[src/rtl/actl_pkg.sv]
// Package: shared constants and types for the audio control write port.
// Assumes two volume channels followed by one selector register.
package actl_pkg;
    localparam int NCH       = 2;
    localparam int VOL_W     = 4;
    localparam int MAX_STEP  = 8;
    localparam int MUTE_CODE = 9;
    localparam int RST_STEP  = 4;
    localparam int NSRC      = 6;
    localparam int SEL_W     = 3;
    localparam int NREG      = NCH + 1;
    localparam int PTR_W     = $clog2(NREG);
    localparam logic [6:0] DEV_ADDR = 7'b1000001;

    typedef enum logic [2:0] {
        ST_IDLE, ST_ADDR, ST_PTR, ST_DATA, ST_ACK, ST_SKIP
    } eng_st_t;
endpackage

[src/rtl/line_filter.sv]
// Module: line_filter
// Synchronizes one bus line with two flops, then changes its output only after
// the synchronized input has disagreed with it for FILT_CYC clocks in a row.
// Assumes the line idles high (the reset value).
module line_filter #(
    parameter int FILT_CYC = 6
) (
    input  logic clk,
    input  logic rst_n,
    input  logic line_in,
    output logic line_out
);
    localparam int CW = (FILT_CYC > 1) ? $clog2(FILT_CYC) : 1;

    logic          sync1, sync2;
    logic [CW-1:0] cnt;

    // Two-flop synchronizer against metastability.
    always_ff @(posedge clk) begin
        if (!rst_n) begin
            sync1 <= 1'b1;
            sync2 <= 1'b1;
        end else begin
            sync1 <= line_in;
            sync2 <= sync1;
        end
    end

    // Stability counter: flip the output once the input has held long enough.
    always_ff @(posedge clk) begin
        if (!rst_n) begin
            cnt      <= '0;
            line_out <= 1'b1;
        end else if (sync2 == line_out) begin
            cnt <= '0;
        end else if (cnt == CW'(FILT_CYC - 1)) begin
            cnt      <= '0;
            line_out <= sync2;
        end else begin
            cnt <= cnt + 1'b1;
        end
    end

    // the output only moves to a value the synchronized input already had.
    a_r11_flip_follows_input: assert property (@(posedge clk) disable iff (!rst_n)
        (line_out != $past(line_out)) |-> ($past(sync2) == line_out));
endmodule

[src/rtl/wr_engine.sv]
// Module: wr_engine
// Bit-level protocol for the write-only slave working on filtered lines.
// It detects START and STOP, receives bytes MSB first and acknowledges them.
// It keeps the register pointer and issues one write strobe per stored byte.
// Assumes scl_f and sda_f are already clean and synchronous to clk.
module wr_engine
    import actl_pkg::*;
(
    input  logic             clk,
    input  logic             rst_n,
    input  logic             scl_f,
    input  logic             sda_f,
    output logic             sda_pull,
    output logic             wr_en,
    output logic [PTR_W-1:0] wr_addr,
    output logic [VOL_W-1:0] wr_data
);
    eng_st_t          state, ack_next;
    logic             scl_q, sda_q;
    logic [2:0]       bit_cnt;
    logic [6:0]       shreg;
    logic [PTR_W-1:0] ptr;
    logic             ptr_valid;
    logic             start_c, stop_c, rise, fall;
    logic [7:0]       byte_w;

    // Bus event decode from the current and previous filtered samples.
    always_comb begin
        start_c = scl_q & scl_f & sda_q & ~sda_f;
        stop_c  = scl_q & scl_f & ~sda_q & sda_f;
        rise    = ~scl_q & scl_f;
        fall    = scl_q & ~scl_f;
        byte_w  = {shreg, sda_f};
    end

    // Protocol state machine, byte receiver, pointer and acknowledge driver.
    always_ff @(posedge clk) begin
        if (!rst_n) begin
            state     <= ST_IDLE;
            ack_next  <= ST_IDLE;
            scl_q     <= 1'b1;
            sda_q     <= 1'b1;
            bit_cnt   <= '0;
            shreg     <= '0;
            ptr       <= '0;
            ptr_valid <= 1'b0;
            sda_pull  <= 1'b0;
            wr_en     <= 1'b0;
            wr_addr   <= '0;
            wr_data   <= '0;
        end else begin
            wr_en <= 1'b0;
            scl_q <= scl_f;
            sda_q <= sda_f;
            if (start_c) begin
                state    <= ST_ADDR;
                bit_cnt  <= '0;
                sda_pull <= 1'b0;
            end else if (stop_c) begin
                state    <= ST_IDLE;
                sda_pull <= 1'b0;
            end else begin
                case (state)
                    ST_ADDR, ST_PTR, ST_DATA: begin
                        if (rise) begin
                            shreg   <= byte_w[6:0];
                            bit_cnt <= bit_cnt + 1'b1;
                            if (bit_cnt == 3'd7) begin
                                state    <= ST_ACK;
                                ack_next <= ST_DATA;
                                if (state == ST_ADDR) begin
                                    if (byte_w[7:1] == DEV_ADDR && !byte_w[0])
                                        ack_next <= ST_PTR;
                                    else
                                        state <= ST_SKIP;
                                end else if (state == ST_PTR) begin
                                    ptr_valid <= (int'(byte_w) < NREG);
                                    ptr       <= byte_w[PTR_W-1:0];
                                end else if (ptr_valid) begin
                                    wr_en   <= 1'b1;
                                    wr_addr <= ptr;
                                    wr_data <= byte_w[VOL_W-1:0];
                                    ptr     <= (ptr == PTR_W'(NREG - 1)) ? '0 : ptr + 1'b1;
                                end
                            end
                        end
                    end
                    ST_ACK: begin
                        if (fall) begin
                            if (!sda_pull) begin
                                sda_pull <= 1'b1;
                            end else begin
                                sda_pull <= 1'b0;
                                state    <= ack_next;
                                bit_cnt  <= '0;
                            end
                        end
                    end
                    default: ;
                endcase
            end
        end
    end

    // the data line is only pulled during an acknowledge slot.
    a_r1_pull_only_in_ack: assert property (@(posedge clk) disable iff (!rst_n)
        sda_pull |-> (state == ST_ACK));
    // any START lands in address reception with a cleared bit count.
    a_r10_start_to_addr: assert property (@(posedge clk) disable iff (!rst_n)
        start_c |=> (state == ST_ADDR && bit_cnt == 3'd0 && !sda_pull));
    // a read header never leads to an acknowledge.
    a_r3_read_refused: assert property (@(posedge clk) disable iff (!rst_n)
        (state == ST_ADDR && rise && bit_cnt == 3'd7 && sda_f && !start_c && !stop_c)
        |=> (state == ST_SKIP));
    // while ignoring the bus, nothing is written.
    a_r2_skip_no_write: assert property (@(posedge clk) disable iff (!rst_n)
        (state == ST_SKIP) |-> !wr_en);
endmodule

[src/rtl/ctl_regs.sv]
// Module: ctl_regs
// Holds the decoded control outputs. Each write updates them directly:
// volume codes become a gain step plus mute, and selector codes become a one-hot.
// Out-of-range codes keep the previous output. Assumes one write per strobe.
module ctl_regs
    import actl_pkg::*;
(
    input  logic                      clk,
    input  logic                      rst_n,
    input  logic                      wr_en,
    input  logic [PTR_W-1:0]          wr_addr,
    input  logic [VOL_W-1:0]          wr_data,
    output logic [NCH-1:0][VOL_W-1:0] gain_step,
    output logic [NCH-1:0]            mute,
    output logic [NSRC-1:0]           src_sel
);
    localparam logic [NSRC-1:0] SEL_ONE = NSRC'(1);

    for (genvar ch = 0; ch < NCH; ch++) begin : g_ch
        // Volume decode for one channel.
        always_ff @(posedge clk) begin
            if (!rst_n) begin
                gain_step[ch] <= VOL_W'(RST_STEP);
                mute[ch]      <= 1'b0;
            end else if (wr_en && wr_addr == PTR_W'(ch)) begin
                if (int'(wr_data) <= MAX_STEP) begin
                    gain_step[ch] <= wr_data;
                    mute[ch]      <= 1'b0;
                end else if (int'(wr_data) == MUTE_CODE) begin
                    mute[ch] <= 1'b1;
                end
            end
        end

        // mute code sets mute and keeps the step.
        a_r6_mute_code: assert property (@(posedge clk) disable iff (!rst_n)
            (wr_en && wr_addr == PTR_W'(ch) && int'(wr_data) == MUTE_CODE)
            |=> (mute[ch] && $stable(gain_step[ch])));
        // undefined volume codes change nothing.
        a_r7_bad_vol_hold: assert property (@(posedge clk) disable iff (!rst_n)
            (wr_en && wr_addr == PTR_W'(ch) && int'(wr_data) > MUTE_CODE)
            |=> ($stable(gain_step[ch]) && $stable(mute[ch])));
    end

    // Input selector decode into a one-hot vector.
    always_ff @(posedge clk) begin
        if (!rst_n) begin
            src_sel <= SEL_ONE;
        end else if (wr_en && wr_addr == PTR_W'(NCH)) begin
            if (int'(wr_data[SEL_W-1:0]) < NSRC)
                src_sel <= SEL_ONE << wr_data[SEL_W-1:0];
        end
    end

    // exactly one input is selected at all times.
    a_r8_sel_onehot: assert property (@(posedge clk) disable iff (!rst_n)
        $countones(src_sel) == 1);
    // undefined selector codes keep the current selection.
    a_r9_bad_sel_hold: assert property (@(posedge clk) disable iff (!rst_n)
        (wr_en && wr_addr == PTR_W'(NCH) && int'(wr_data[SEL_W-1:0]) >= NSRC)
        |=> $stable(src_sel));
endmodule

[src/rtl/audio_ctl_i2c.sv]
// Module: audio_ctl_i2c (top)
// Write-only two-wire control port of a two-channel volume / selector chip:
// line filters, then the protocol engine, then the decoded control registers.
// Assumes clk is fast enough that FILT_CYC clocks span the spike width to reject.
module audio_ctl_i2c
    import actl_pkg::*;
#(
    parameter int FILT_CYC = 6
) (
    input  logic             clk,
    input  logic             rst_n,
    input  logic             scl_in,
    input  logic             sda_in,
    output logic             sda_pull,
    output logic [VOL_W-1:0] gain_a_step,
    output logic             mute_a,
    output logic [VOL_W-1:0] gain_b_step,
    output logic             mute_b,
    output logic [NSRC-1:0]  src_sel
);
    logic [1:0]                raw_lines, filt_lines;
    logic                      wr_en;
    logic [PTR_W-1:0]          wr_addr;
    logic [VOL_W-1:0]          wr_data;
    logic [NCH-1:0][VOL_W-1:0] gain_step;
    logic [NCH-1:0]            mute;

    assign raw_lines = {scl_in, sda_in};

    for (genvar i = 0; i < 2; i++) begin : g_flt
        line_filter #(.FILT_CYC(FILT_CYC)) u_flt (
            .clk      (clk),
            .rst_n    (rst_n),
            .line_in  (raw_lines[i]),
            .line_out (filt_lines[i])
        );
    end

    wr_engine u_eng (
        .clk      (clk),
        .rst_n    (rst_n),
        .scl_f    (filt_lines[1]),
        .sda_f    (filt_lines[0]),
        .sda_pull (sda_pull),
        .wr_en    (wr_en),
        .wr_addr  (wr_addr),
        .wr_data  (wr_data)
    );

    ctl_regs u_regs (
        .clk       (clk),
        .rst_n     (rst_n),
        .wr_en     (wr_en),
        .wr_addr   (wr_addr),
        .wr_data   (wr_data),
        .gain_step (gain_step),
        .mute      (mute),
        .src_sel   (src_sel)
    );

    assign gain_a_step = gain_step[0];
    assign gain_b_step = gain_step[1];
    assign mute_a      = mute[0];
    assign mute_b      = mute[1];
endmodule

[config.mk]
export PLATFORM = sky130hd
export DESIGN_NAME = audio_ctl_i2c
export DESIGN_NICKNAME = d
export VERILOG_FILES = /design/src/rtl/actl_pkg.sv /design/src/rtl/line_filter.sv /design/src/rtl/wr_engine.sv /design/src/rtl/ctl_regs.sv /design/src/rtl/audio_ctl_i2c.sv
export SDC_FILE = /design/constraint.sdc
export NUM_CORES = 1
export LEC_CHECK = 0
export ABC_AREA = 1
export ABC_CLOCK_PERIOD_IN_PS = 1600
export BUFFER_PORTS_ARGS = -buffer_cell sky130_fd_sc_hd__buf_2
export CAP_MARGIN = 30
export CORE_ASPECT_RATIO = 1.4
export CORE_MARGIN = 2
export CORE_UTILIZATION = 52
export DETAILED_ROUTE_END_ITERATION = 6
export GPL_TIMING_DRIVEN = 0
export PLACE_DENSITY = 0.84
export SYNTH_ARGS = -nofsm -noshare
export SYNTH_HDL_FRONTEND = slang
export SYNTH_SLANG_ARGS = --single-unit
[constraint.sdc]
create_clock -name clk -period 1.6 [get_ports clk]
set_clock_uncertainty 0.15 [all_clocks]
set_input_delay 0.16 -clock clk [delete_from_list [all_inputs] [get_ports clk]]
set_output_delay 0.16 -clock clk [all_outputs]
set_load 0.1 [all_outputs]
Yosys cells after proc, flatten, opt, wreduce, memory -nomap -nowiden --
Cells that the tools add are included.
Cells by class: shifts and indexed selects 1, reductions and logical operators 32, mux-type cells 22, bitwise logic cells 21, add/subtract/negate cells 4, $lt $le $gt $ge 3, equality and inequality tests 22
Operators by type and width (number):
- 2-to-1 mux 3 bit | 9
- AND reduction 5 bit | 4
- != test 4 x 1 -> 1 bit, second input constant | 4
- AND reduction 2 bit | 8
- NOT 1 bit | 14
- AND reduction 7 bit | 2
- == test 3 bit, second input constant | 4
- one-hot mux 3 bit (2 select lines) | 2
- OR reduction 3 bit | 4
- adder 3 x 1 -> 3 bit, second input constant | 3
- less-than comparator 8 x 2 -> 1 bit, second input constant | 1
- 2-to-1 mux 1 bit | 8
- != test 2 x 1 -> 1 bit, second input constant | 4
- AND reduction 8 bit | 1
- OR reduction 8 bit | 1
- bitwise AND 1 bit | 7
- == test 7 bit, second input constant | 1
- == test 3 x 2 -> 1 bit, second input constant | 2
- 2-to-1 mux 2 bit | 3
- nonzero test 2 bit | 3
- << shifter 1 x 3 -> 6 bit, first input constant | 1
- == test 2 bit, second input constant | 2
- == test 4 bit, second input constant | 1
- <= comparator 4 bit, second input constant | 1
- other kinds (11) | 15
Word-level totals: output and inout port bits 17, flip-flop bits (word level) 57, logic and storage cells 131, input bits 4

Longest topological paths before layout --
depth in word-level cells 9, depth in mapped cells 10, gate-level depth less buffers 10

Hierarchy --
Synthesis repeated with hierarchy kept, for this count alone.
Second synthesis, totals: cells, all modules 336, area, all modules 2478.6 µm²
Modules (own cells, without submodules):
- wr_engine | area each 1292.5 µm², instances 1, seq. area each 560.5 µm², cells an instance 182
- ctl_regs | area each 723.2 µm², instances 1, seq. area each 320.3 µm², cells an instance 102
- line_filter | area each 231.5 µm², instances 2, seq. area each 120.1 µm², cells an instance 26

Worst setup path before layout --
OpenSTA, ideal clock, no wires.
path type reg-to-reg, start point register u_eng.sda_pull, end point register u_eng.state[1], arrival time 1.545 ns, path buffers 0, setup slack -0.210 ns, period minus slack after synthesis 1.810 ns, required time 1.335 ns, cell stages (with the launch flop) 8, cells stage by stage dfxtp_1 -> nand3_1 -> inv_1 -> nand2_1 -> nand2_1 -> nand3_1 -> nand3_1 -> nor2_1
On the way: cells in the longest elaborated chain, start to end 2
Ends and longest elaborated chain:
- from (decl) | line wr_engine.sv:13 | output logic sda_pull,
- from (signal assigned) | line wr_engine.sv:47 | sda_pull <= 1'b0;
- from (signal assigned) | line wr_engine.sv:58 | sda_pull <= 1'b0;
- from (signal assigned) | line wr_engine.sv:61 | sda_pull <= 1'b0;
- != test 2 x 1 -> 1 bit (no source line)
- AND reduction 5 bit (no source line)
- to (signal assigned) | line wr_engine.sv:94 | state <= ack_next;
- to (decl) | line wr_engine.sv:18 | eng_st_t state, ack_next;
Every way passes these cells. A chain may end at the register's enable or synchronous reset.

Worst setup path after layout --
start point register u_eng.bit_cnt[0], end point register u_eng.wr_data[2]
On the way: cells in the longest elaborated chain, start to end 2
Ends and longest elaborated chain:
- from (decl) | line wr_engine.sv:20 | logic [2:0] bit_cnt;
- from (signal assigned) | line wr_engine.sv:67 | bit_cnt <= bit_cnt + 1'b1;
- == test 3 bit | line wr_engine.sv:68 | if (bit_cnt == 3'd7) begin
- AND reduction 8 bit (no source line)
- to (signal assigned) | line wr_engine.sv:82 | wr_data <= byte_w[VOL_W-1:0];
- to (decl) | line wr_engine.sv:16 | output logic [VOL_W-1:0] wr_data
Every way passes these cells.

==> impl_metrics.csv <==
group,metric,value,unit
outcome,status,"complete, no violations",
cts,clkLatencyLatePin,0.32,ns
global_routing,grt_pass1_wl,7.73,mm
die,dieArea,5120,um2
worst_setup_path,startpoint,"u_eng.bit_cnt[0]",
run,drv_cap,0,
die,ios,21,
synth,syn_inst,311,
synth,yosys.cell_types.count,31,
power,powerDensity,818,nW/um2
cts,ctsLongestPathBuffers,2,
synth,netlist_area,2370,um2
worst_setup_path,required,1.67,ns
power,power.share.combinational,2.5,%
routing,num_vias,2052,
worst_setup_path,rrSetupSlack,0.05,ns
worst_setup_path,crit_path_end_kind,"flop",
synth,avgSynthCellArea,7.62,um2
cts,cts_buffers,5,
finish,fin_nets,352,
routing,wl_met2,2.44,mm
timing,relSlewSlack,63.8,%
routing,met1_length,1.80,mm
worst_setup_path,reg2reg_from,"u_eng.bit_cnt[0]",
placement,gp_congestion,0.812,
cts,cts-htree-levels,2,
die,die_h,83.9,um
power,seqPwrFrac,62.8,%
synth,yosys.area.top_type_share,47.3,%
placement,numPortBuffers,19,
finish,layout-drive-gt1-share,20.7,%
finish,syn2layout_area_growth,15.2,%
finish,multi_input_area,1100,um2
synth,ys_ff_latch,56,
finish,utilization,61.2,%
power,p_int,1.73,mW
timing,hold_violations,0,
worst_setup_path,cp_slowest_stage_delay,0.37,ns
finish,fin_cells,405,
worst_setup_path,cpMaxStageDelayCell,"dfxtp_2",
routing,avgViaCountPerCell,5.07,
timing,setup_tns,0,ns
synth,yosysTopAreaCell,"dfxtp_1",
cts,cts-root-buf,"clkbuf_8",
timing,period_minus_slack,1.55,ns
global_routing,grt.overflow.total,0,
timing,timing.final.ws_setup,0.0472,ns
synth,synth_seq_area_share,47.3,%
cts,cts_num_sinks,56,
power,switching_share,22.4,%
finish,diodes,0,
synth,yosys-top-cells-area,"dfxtp_1 (47%), nand2_1 (8.5%), nor2_1 (7.0%)",
timing,finalCritPeriodShare,97.0,%
die,fp.dieW,61.1,um
worst_setup_path,critPathCapture,"u_eng.wr_data[2]",
placement,pre_cts_ws,-0.0667,ns
synth,synthesis.nets,321,
power,power.switching,0.501,mW
cts,cts_tree,"yes",
finish,final_cell_mix,"dfxtp_1 (53), nand2_1 (52), nor2_1 (41)",
worst_hold_path,hold_class,"primary input to flop",
routing,wl_met3,178,um
finish,ff_latch_area,1120,um2
finish,final_common_cell,"dfxtp_1",
routing,routedWlPerCell,11.4,um
routing,maxUsedRoutingLayer,"met4",
die,coreArea,4460,um2
worst_setup_path,cp_max_fo,8,
worst_setup_path,crit_type,"flop to flop",
die,initial_utilization,53.1,%
timing,setup-violations-final,0,
routing,dr.pass1.iters,4,
worst_setup_path,reg2reg_depth,9,
timing,max_freq,644,MHz
timing,drv_slew,0,
routing,drcViolationCount,0,
placement,dp_cells,392,
routing,antenna_left,0,
finish,fill_cells,412,
global_routing,grt_pass1_vias,1966,
power,clkPwrFrac,34.8,%
timing,worstMarginPinSlew,0.542,ns
power,ir_drop,0.655,mV
power,power,2.23,mW
synth,synth_warnings,0,
power,p_leak,1.20,nW
worst_setup_path,path_cells,"ha_4, ha_2, inv_2, nor2_4, nand2_4, inv_6, nand2_8, o21ai_1, nor2_1",
routing,finalWirelength,4.60,mm
worst_setup_path,arrival,1.63,ns
routing,dr.first_iter.drc_count,113,
die,std_cell_rows,29,
worst_setup_path,startpoint_type,"flop",
placement,hpwl,3.34,mm
global_routing,antenna_found_initial,0,
worst_setup_path,timing.rr.end,"u_eng.wr_data[2]",
global_routing,grt_max_degree,19,
global_routing,grtUsageTotal,19.8,%
cts,clk_pin_slew,0.10,ns
## layer usage
| layer | vias to the layer above | GRT usage [%] |
|---|---|---|
| met2 | 40 | 35.1 |
| met5 | - | 0 |
| li1 | 1065 | - |
| met3 | 14 | 5.27 |
| met1 | 933 | 18.9 |
| met4 | 0 | 12.1 |
## worst max-delay path, delay by kind of cell (launching register included)
family                     cells  cell delay (ns)
DFF                            1             0.37
and+or+nand+nor                4             0.36
adders and majority gates      2             0.28
buffers and inverters          2             0.15
AOI/OAI and AO/OA              1             0.14
## logic make-up after synthesis
group | Yosys count | synth area share (%)
compound gates | 54 | 11.9
xor+xnor | 4 | 1.48
fa+ha+maj | 6 | 3.17
buf+inv | 46 | 8.07
flops | 56 | 47.3
simple gates | 145 | 28.1
## Yosys cell counts
| master | number |
|---|---|
| a21oi_1 | 23 |
| a21oi_2 | 1 |
| a31oi_1 | 1 |
| buf_1 | 1 |
| buf_2 | 2 |
| buf_4 | 2 |
| clkbuf_1 | 3 |
| clkbuf_2 | 1 |
| clkinv_4 | 1 |
| dfxtp_1 | 56 |
| ha_1 | 6 |
| inv_1 | 31 |
| inv_2 | 4 |
| inv_4 | 1 |
| nand2_1 | 54 |
| nand2_2 | 3 |
| nand2_4 | 2 |
| nand3_1 | 20 |
| nand3_2 | 2 |
| nand4_1 | 4 |
| nor2_1 | 44 |
| nor2_2 | 2 |
| nor2_4 | 3 |
| nor3_1 | 6 |
| nor3_2 | 1 |
| o211ai_1 | 3 |
| o21ai_0 | 16 |
| o21ai_1 | 10 |
| or2_2 | 4 |
| xnor2_1 | 2 |
| xor2_1 | 2 |
## sequential cells by signal, indices dropped and copies added, names as in the netlist, 3 cells and up
register	cells
u_eng.state	3
u_eng.wr_data	4
u_regs.gain_step	8
u_eng.shreg	7
u_eng.bit_cnt	3
u_regs.src_sel	6
g_flt.u_flt.cnt	6
## power groups by stage
stage | clock network, mW | logic, mW | registers [mW]
floorplan | 0 | 0.0352 | 1.43
finish | 0.777 | 0.0547 | 1.40
global placement | 0 | 0.0488 | 1.43
detailed placement | 0 | 0.0500 | 1.43
global route | 0.848 | 0.0614 | 1.40
CTS | 0.792 | 0.0537 | 1.40
## stage by stage
step / area (um2) / hold WS (ns)
after floorplan: 2370 / 0.117
after global placement: 2540 / 0.195
after detailed placement: 2540 / 0.199
after CTS: 2670 / 0.0341
after global routing: 2730 / 0.0496
final: 2730 / 0.0377
## timing repair
item / 4_1_cts / 5_1_grt
hold endpoints to repair: 2 / 0
hold buffers: 2 / 0
setup endpoints to repair: 6 / 15
pin swaps: 0 / 2
setup buffers: 0 / 3
gates resized for setup: 2 / 15
## cell type report
cell class	count	area share [%]
buffer	9	1.65
inverter	37	5.54
clock inverter	3	0.825
tap	62	2.84
sequential	56	41.2
multi-input combinational	209	40.4
timing repair buffer	24	5.04
clock buffer	5	2.52
## worst min-delay path by stage
stage | from | end | slack [ns] | cells past startpoint
floorplan | sda_in | g_flt[0].u_flt.sync1 | 0.12 | 1
global placement | sda_in | g_flt[0].u_flt.sync1 | 0.20 | 2
detailed placement | scl_in | g_flt[1].u_flt.sync1 | 0.20 | 2
CTS | rst_n | u_eng.shreg[0] | 0.03 | 3
global route | rst_n | u_eng.ptr_valid | 0.05 | 3
finish | rst_n | u_eng.ptr_valid | 0.04 | 3
No activity file was read; power rests on OpenSTA's default activity.
